## config.mk

```make
export PLATFORM = sky130hd
export DESIGN_NAME = can_errstat_reg
export DESIGN_NICKNAME = d
export VERILOG_FILES = /design/src/rtl/can_es_pkg.sv /design/src/rtl/es_snapshot.sv /design/src/rtl/es_lec.sv /design/src/rtl/es_irq.sv /design/src/rtl/can_errstat_reg.sv
export SDC_FILE = /design/constraint.sdc
export NUM_CORES = 1
export LEC_CHECK = 0
export BUFFER_PORTS_ARGS = -buffer_cell sky130_fd_sc_hd__clkbuf_2
export CAP_MARGIN = 25
export CORE_MARGIN = 2
export CORE_UTILIZATION = 39
export CTS_CLUSTER_SIZE = 8
export DETAILED_ROUTE_END_ITERATION = 6
export GPL_TIMING_DRIVEN = 0
export MAX_ROUTING_LAYER = met4
export PLACE_DENSITY = 0.89
export SYNTH_ARGS = -nofsm -noshare
export SYNTH_HDL_FRONTEND = slang
export SYNTH_SLANG_ARGS = --single-unit
```

## constraint.sdc

```tcl
create_clock -name clk -period 2.25 [get_ports clk]
set_clock_uncertainty 0.15 [all_clocks]
set_input_delay 0.225 -clock clk [delete_from_list [all_inputs] [get_ports clk]]
set_output_delay 0.225 -clock clk [all_outputs]
set_load 0.01 [all_outputs]
```

## src/rtl/can_es_pkg.sv

```systemverilog
package can_es_pkg;
  localparam int DATA_W     = 32;
  localparam int CNT_W      = 8;
  localparam int CODE_W     = 3;
  localparam int FLAG_W     = 3;
  localparam int RXC_LSB    = 24;
  localparam int TXC_LSB    = 16;
  localparam int CODE_LSB   = 4;
  localparam int IE_BIT     = 0;
  localparam int PEND_BIT   = 8;
  localparam int STATUS_OFS = 0;
  localparam int CTRL_OFS   = 4;

  typedef enum logic [CODE_W-1:0] {
    EC_NONE  = 3'd0,
    EC_STUFF = 3'd1,
    EC_FORM  = 3'd2,
    EC_ACK   = 3'd3,
    EC_REC   = 3'd4,
    EC_DOM   = 3'd5,
    EC_CRC   = 3'd6,
    EC_SOFT  = 3'd7
  } err_code_e;

  function automatic logic hw_code_ok(input logic [CODE_W-1:0] c);
    return (c != EC_NONE) && (c != EC_SOFT);
  endfunction

  function automatic logic [DATA_W-1:0] pack_status(
      input logic [CNT_W-1:0]  rxc,
      input logic [CNT_W-1:0]  txc,
      input logic [CODE_W-1:0] code,
      input logic [FLAG_W-1:0] flg);
    logic [DATA_W-1:0] w;
    w = '0;
    w[RXC_LSB +: CNT_W]   = rxc;
    w[TXC_LSB +: CNT_W]   = txc;
    w[CODE_LSB +: CODE_W] = code;
    w[FLAG_W-1:0]         = flg;
    return w;
  endfunction

  function automatic logic [DATA_W-1:0] pack_ctrl(input logic ie, input logic pend);
    logic [DATA_W-1:0] w;
    w = '0;
    w[IE_BIT]   = ie;
    w[PEND_BIT] = pend;
    return w;
  endfunction
endpackage

```

## src/rtl/es_snapshot.sv

```systemverilog
module es_snapshot
  import can_es_pkg::*;
(
  input  logic              clk,
  input  logic              rst_n,
  input  logic [CNT_W-1:0]  rx_cnt_i,
  input  logic [CNT_W-1:0]  tx_cnt_i,
  input  logic [FLAG_W-1:0] flags_i,
  output logic [CNT_W-1:0]  rx_cnt_q,
  output logic [CNT_W-1:0]  tx_cnt_q,
  output logic [FLAG_W-1:0] flags_q,
  output logic              flag_chg
);
  always_ff @(posedge clk) begin
    if (!rst_n) begin
      rx_cnt_q <= '0;
      tx_cnt_q <= '0;
      flags_q  <= '0;
    end else begin
      rx_cnt_q <= rx_cnt_i;
      tx_cnt_q <= tx_cnt_i;
      flags_q  <= flags_i;
    end
  end

  assign flag_chg = (flags_i != flags_q);

  assert_follow_inputs_R6: assert property (@(posedge clk) disable iff (!rst_n)
    1'b1 |=> (rx_cnt_q == $past(rx_cnt_i)) && (tx_cnt_q == $past(tx_cnt_i))
             && (flags_q == $past(flags_i)));
endmodule

```

## src/rtl/es_lec.sv

```systemverilog
module es_lec
  import can_es_pkg::*;
(
  input  logic              clk,
  input  logic              rst_n,
  input  logic              err_stb_i,
  input  logic [CODE_W-1:0] err_code_i,
  input  logic              ok_stb_i,
  input  logic              sw_we_i,
  input  logic [CODE_W-1:0] sw_code_i,
  output logic [CODE_W-1:0] code_q,
  output logic              hw_err_ev
);
  assign hw_err_ev = err_stb_i && hw_code_ok(err_code_i);

  always_ff @(posedge clk) begin
    if (!rst_n)          code_q <= EC_NONE;
    else if (hw_err_ev)  code_q <= err_code_i;
    else if (ok_stb_i)   code_q <= EC_NONE;
    else if (sw_we_i)    code_q <= sw_code_i;
  end

  assert_load_code_R3: assert property (@(posedge clk) disable iff (!rst_n)
    hw_err_ev |=> code_q == $past(err_code_i));
  assert_ok_clears_R4: assert property (@(posedge clk) disable iff (!rst_n)
    (ok_stb_i && !hw_err_ev) |=> code_q == EC_NONE);
  assert_no_hw_seven_R5: assert property (@(posedge clk) disable iff (!rst_n)
    !sw_we_i |=> (code_q != EC_SOFT) || ($past(code_q) == EC_SOFT));
  assert_bad_code_hold_R3: assert property (@(posedge clk) disable iff (!rst_n)
    (!hw_err_ev && !ok_stb_i && !sw_we_i) |=> $stable(code_q));
endmodule

```

## src/rtl/es_irq.sv

```systemverilog
module es_irq (
  input  logic clk,
  input  logic rst_n,
  input  logic ie_we_i,
  input  logic ie_wdata_i,
  input  logic pend_clr_i,
  input  logic evt_i,
  output logic ie_q,
  output logic pend_q,
  output logic irq_o
);
  logic pend_set;
  assign pend_set = evt_i && ie_q;

  always_ff @(posedge clk) begin
    if (!rst_n) begin
      ie_q   <= 1'b0;
      pend_q <= 1'b0;
    end else begin
      if (ie_we_i) ie_q <= ie_wdata_i;
      if (pend_set)        pend_q <= 1'b1;
      else if (pend_clr_i) pend_q <= 1'b0;
    end
  end

  assign irq_o = pend_q && ie_q;

  assert_rise_needs_enable_R8: assert property (@(posedge clk) disable iff (!rst_n)
    $rose(pend_q) |-> $past(ie_q) && $past(evt_i));
  assert_w1c_R9: assert property (@(posedge clk) disable iff (!rst_n)
    (pend_clr_i && !pend_set) |=> !pend_q);
  assert_set_wins_R9: assert property (@(posedge clk) disable iff (!rst_n)
    pend_set |=> pend_q);
endmodule

```

## src/rtl/can_errstat_reg.sv

```systemverilog
module can_errstat_reg
  import can_es_pkg::*;
#(
  parameter int ADDR_W = 4
) (
  input  logic              clk,
  input  logic              rst_n,
  input  logic [CNT_W-1:0]  rx_cnt_i,
  input  logic [CNT_W-1:0]  tx_cnt_i,
  input  logic              bus_off_i,
  input  logic              passive_i,
  input  logic              warn_i,
  input  logic              err_stb_i,
  input  logic [CODE_W-1:0] err_code_i,
  input  logic              ok_stb_i,
  input  logic [ADDR_W-1:0] reg_addr_i,
  input  logic              reg_wr_i,
  input  logic [DATA_W-1:0] reg_wdata_i,
  output logic [DATA_W-1:0] reg_rdata_o,
  output logic              irq_o
);
  localparam logic [ADDR_W-1:0] A_STATUS = ADDR_W'(STATUS_OFS);
  localparam logic [ADDR_W-1:0] A_CTRL   = ADDR_W'(CTRL_OFS);

  logic [CNT_W-1:0]  rxc_q, txc_q;
  logic [FLAG_W-1:0] flags_q;
  logic [CODE_W-1:0] code_q;
  logic              flag_chg, hw_err_ev, ie_q, pend_q;
  logic              sel_status, sel_ctrl, sw_code_we, ctrl_we;

  assign sel_status = (reg_addr_i == A_STATUS);
  assign sel_ctrl   = (reg_addr_i == A_CTRL);
  assign sw_code_we = reg_wr_i && sel_status;
  assign ctrl_we    = reg_wr_i && sel_ctrl;

  es_snapshot u_snap (
    .clk(clk), .rst_n(rst_n),
    .rx_cnt_i(rx_cnt_i), .tx_cnt_i(tx_cnt_i),
    .flags_i({bus_off_i, passive_i, warn_i}),
    .rx_cnt_q(rxc_q), .tx_cnt_q(txc_q), .flags_q(flags_q),
    .flag_chg(flag_chg)
  );

  es_lec u_lec (
    .clk(clk), .rst_n(rst_n),
    .err_stb_i(err_stb_i), .err_code_i(err_code_i), .ok_stb_i(ok_stb_i),
    .sw_we_i(sw_code_we), .sw_code_i(reg_wdata_i[CODE_LSB +: CODE_W]),
    .code_q(code_q), .hw_err_ev(hw_err_ev)
  );

  es_irq u_irq (
    .clk(clk), .rst_n(rst_n),
    .ie_we_i(ctrl_we), .ie_wdata_i(reg_wdata_i[IE_BIT]),
    .pend_clr_i(ctrl_we && reg_wdata_i[PEND_BIT]),
    .evt_i(flag_chg || hw_err_ev),
    .ie_q(ie_q), .pend_q(pend_q), .irq_o(irq_o)
  );

  always_comb begin
    if (sel_status)    reg_rdata_o = pack_status(rxc_q, txc_q, code_q, flags_q);
    else if (sel_ctrl) reg_rdata_o = pack_ctrl(ie_q, pend_q);
    else               reg_rdata_o = '0;
  end

  assert_irq_needs_enable_R8: assert property (@(posedge clk) disable iff (!rst_n)
    irq_o |-> ie_q);
  assert_ok_no_irq_R10: assert property (@(posedge clk) disable iff (!rst_n)
    (ok_stb_i && !err_stb_i && !flag_chg && !pend_q) |=> !pend_q);
  assert_unmapped_zero_R11: assert property (@(posedge clk) disable iff (!rst_n)
    (!sel_status && !sel_ctrl) |-> reg_rdata_o == '0);
endmodule

```

---- Word-level counts from Yosys, hierarchy flattened ----
Cells that the tools add are included.
operators by class
  mux-type cells .......................... 7
  reduce and logical (&&, ||, !) cells .... 12
  equal/unequal tests ..................... 3
operators by type and width
  operator                                             count
  two-way mux 32 bit                                   1
  two-way mux 3 bit                                    3
  two-way mux 9 bit                                    1
  logical AND 1 bit                                    7
  nonzero test 3 bit                                   2
  equality test 4 x 3 -> 1 bit, second input constant  1
  logical NOT 4 bit                                    1
  != test 3 bit                                        1
  != test 3 bit, second input constant                 1
  two-way mux 1 bit                                    2
  nonzero test 2 bit                                   1
  logical OR 1 bit                                     1
storage, ports and cells
  output and inout bits ................... 33
  register bits after elaboration ......... 24
  input port bits ......................... 63

---- Longest topological paths before layout ----
  word-level depth ........................ 6
  gate-level depth with buffers ........... 4
  mapped depth without buffers ............ 4

---- By module ----
From an unflattened synthesis, not the netlist that was laid out.
unflattened totals
  cells, all modules ...................... 116
  area total of the unflattened synthesis .. 1,136.1 µm²
modules (own cells, without submodules)
  module           seq. area each (µm²)  cells an instance  instances  area an instance (µm²)
  es_snapshot      380.4                 43                 1          560.5
  can_errstat_reg  0.0                   42                 1          302.8
  es_lec           60.1                  23                 1          192.7
  es_irq           40.0                  8                  1          80.1

---- Least setup slack after synthesis ----
OpenSTA, ideal clock, no wires.
  path kind ............................... input to register
  start point ............................. in reg_addr_i[1]
  end point ............................... reg u_lec.code_q[2]
  cell stages on the path ................. 4
  slack ................................... 847 ps
  arrival time ............................ 1,134 ps
  cell sequence ........................... nor4_4 nand2_1 o21a_1 o221a_2
on the way
  cells in the longest elaborated chain, start to end .. 3
ends and longest elaborated chain
  element                              RTL line               RTL
  start: declaration                   can_errstat_reg.sv:16  input logic [ADDR_W-1:0] reg_addr_i,
  logical NOT 4 bit                    can_errstat_reg.sv:31  assign sel_status = (reg_addr_i == A_STATUS);
  logical AND 1 bit                    can_errstat_reg.sv:33  assign sw_code_we = reg_wr_i && sel_status;
  nonzero test 3 bit (no source line)  --
  end signal: assignment               es_lec.sv:18           else if (hw_err_ev) code_q <= err_code_i;
  end signal: assignment               es_lec.sv:20           else if (sw_we_i) code_q <= sw_code_i;
  end: declaration                     es_lec.sv:11           output logic [CODE_W-1:0] code_q,
Every way passes these cells.
A chain may end at the register's enable or synchronous reset.

---- Final worst setup path ----
  start point ............................. in reg_addr_i[1]
  end point ............................... out reg_rdata_o[4]
on the way
  cells in the longest elaborated chain, start to end .. 2
ends and longest elaborated chain
  element             RTL line               RTL
  logical NOT 4 bit   can_errstat_reg.sv:31
  two-way mux 32 bit  can_errstat_reg.sv:60  if (sel_status) reg_rdata_o = pack_status(rxc_q, txc_q, code_q, flags_q);
  end: declaration    can_errstat_reg.sv:19  output logic [DATA_W-1:0] reg_rdata_o,
Every way passes these cells.

==> metrics <==
Hold Worst Slack=58.9 ps; critical path fanouts, max=10; wire length reported by the detailed router=2600 µm; number of remaining DRC errors=0; Hold Crit Class=in -> reg; cells along the critical path=clkbuf_2, nor4_4, clkbuf_1, and2_1, clkbuf_2; sequential cell area fraction in the yosys report=44.7%; Top Family by Delay on Critical Path=buffers and inverters; Rel. slew slack=54.8%; setup repair after global routing missed its margin=false; cell area after synthesis=1080 µm²; commonest non-fill, non-tap cell in the layout=sky130_fd_sc_hd__clkbuf_2; post-synthesis area per instance=9.52 µm²; die boundary height=56.5 µm; Mapped Cells=113; top cell type's share of synthesized area=44.7%; final number of setup-violating endpoints=0; antenna fix cells=0; number of inserted filler cells in the final layout=233; number of unique standard cell types used by synthesis=22; dominant cell type by area after synthesis=sky130_fd_sc_hd__dfxtp_1; type of element capturing the critical path=primary output; total number of H-tree levels=1; number of clock sinks=24; row count=19; count of final max-slew check failures=0; Leak Pwr=0.841 nW; root buffer cell=sky130_fd_sc_hd__clkbuf_4; vias per std cell=4.45; Max Root-Sink Buffers=2; main area contributors after synthesis=sky130_fd_sc_hd__dfxtp_1 (45%), sky130_fd_sc_hd__and2_1 (24%), sky130_fd_sc_hd__buf_4 (6.3%); total number of yosys warnings=0; Total Power Consumption=0.899 mW; per-cell routed wire length=11.1 µm; Max IR drop VDD=0.000458 V; Max Cap Viol=0; most repeated library cell on the critical path=sky130_fd_sc_hd__clkbuf_2; time the final worst path needs with I/O delays and setup=1710 ps; # Post-CTS Setup Buffers=0; fin nets=268; outcome=finished, final reports clean; wire length of the first global-routing pass=4180 µm; delay of the slowest cell on the worst path=370 ps; I/O pin count=96; clock transition at the registers of the reported paths=120 ps; top library cells by usage in the layout, fill and taps aside=sky130_fd_sc_hd__clkbuf_2 (59), sky130_fd_sc_hd__and2_1 (42), sky130_fd_sc_hd__dfxtp_1 (24); critical path startpoint category=primary input; number of failing hold endpoints at the final stage=0; via count of the first global-routing pass=1001; placeable core region=2690 µm²; critical path class=in -> out; setup tns final=0 ps; TritonCTS clock tree=done; total of hold buffers inserted after clock tree synthesis=19; CP max stage cell=sky130_fd_sc_hd__nor4_4; power per cell area=531 nW/µm²; First-pass DRT Iterations=4; Die Outline Area=3200 µm²; global placement routability congestion=0.718; Fmax achieved=584 MHz; initial core utilization=40.1%; total vias in the final route=1046; Post-DRT Antenna Nets=0; synthesized flop and latch total=24; Worst Path Required=1880 ps; Clock Latency Late Sink=300 ps; maximum number of pins on one net before global-route repair=15; Tightest Pin Transition=669 ps; area overhead of the layout relative to synthesis=57.3%; fraction of layout instances using a drive strength above 1=37.7%; detailed-placement wirelength estimate=1810 µm; All-Layer GR Usage=17.3%; TritonCTS buffer count=3; x dimension of the die=56.5 µm; data arrival time of the worst path=1340 ps; buffers added on ports=59; # resized after CTS=0; Detailed Route Iter0 Violations=23; initial antenna violation count=0; WP buf/inv=3; final global-route overflow total=0; final worst-path cycle share=76.1%
where the power goes:
group	internal, mW	total (mW)	switching, mW
logic	0.0829	0.140	0.0572
clock network	0.180	0.305	0.125
registers	0.447	0.454	0.00703
state kept, by name (all words and copies together), names as in the netlist:
register and flops:
u_irq.pend_q 1, u_lec.code_q 3, u_snap.rx_cnt_q 8, u_snap.flags_q 3, u_irq.ie_q 1, u_snap.tx_cnt_q 8
cell type report:
class,count,area (µm²),area share (%)
tap,31,38.8,2.29
timing repair buffer,79,495,29.3
buffer,13,82.6,4.88
multi-input combinational,84,543,32.1
clock inverter,1,30.0,1.77
sequential,24,480,28.4
clock buffer,3,22.5,1.33
logic make-up after synthesis:
logic type / Yosys count / share of synthesized area, %
xor+xnor: 3 / 2.44
other cells: 1 / 0.349
compound gates: 13 / 10.6
buf+inv: 13 / 7.67
simple gates: 59 / 34.3
flops: 24 / 44.7
worst min-delay path: cells and delay by family:
family          cells  cell delay, ps
buf+inv             1             110
simple gates        1              80
compound gates      1              60
metal layers:
layer / part of all wire (%) / wire (µm) / GRT usage [%]
met3: 7.7 / 199 / 3.23
met1: 39 / 1010 / 18.6
met4: 1.5 / 39 / 7.14
met5: 0 / 0 / -
met2: 52 / 1350 / 31.1
path summary, 6_finish.rpt:
| check | startpoint | to | slack, ps | cells after the start |
|---|---|---|---|---|
| worst max-delay path | reg_addr_i[1] | reg_rdata_o[4] | 540 | 5 |
| worst min-delay path | reg_wr_i | u_irq.ie_q | 60 | 3 |
| worst max register to register | u_snap.flags_q[1] | u_irq.pend_q | 1140 | 3 |
| worst min register to register | u_irq.ie_q | u_irq.pend_q | 350 | 2 |
metrics by stage:
step | worst slack (ps) | instances | cell area (µm²) | utilization [%]
finish | 537 | 235 | 1690 | 63.0
global route | 421 | 235 | 1690 | 63.0
CTS | 501 | 234 | 1680 | 62.6
detailed placement | 502 | 211 | 1440 | 53.6
global placement | 504 | 211 | 1440 | 53.6
floorplan | 847 | 121 | 1110 | -
cell usage after synthesis (all sizes together):
cell     n
xor2     3
or3      1
a21oi    3
nand3    4
buf      9
o21ai    1
conb     1
a31oi    1
nand2    8
and2    42
and3     1
dfxtp   24
a22o     1
clkbuf   4
nor4b    1
a21boi   1
o221a    3
o21a     3
nor4     2
(Power assumes the default switching activity.)
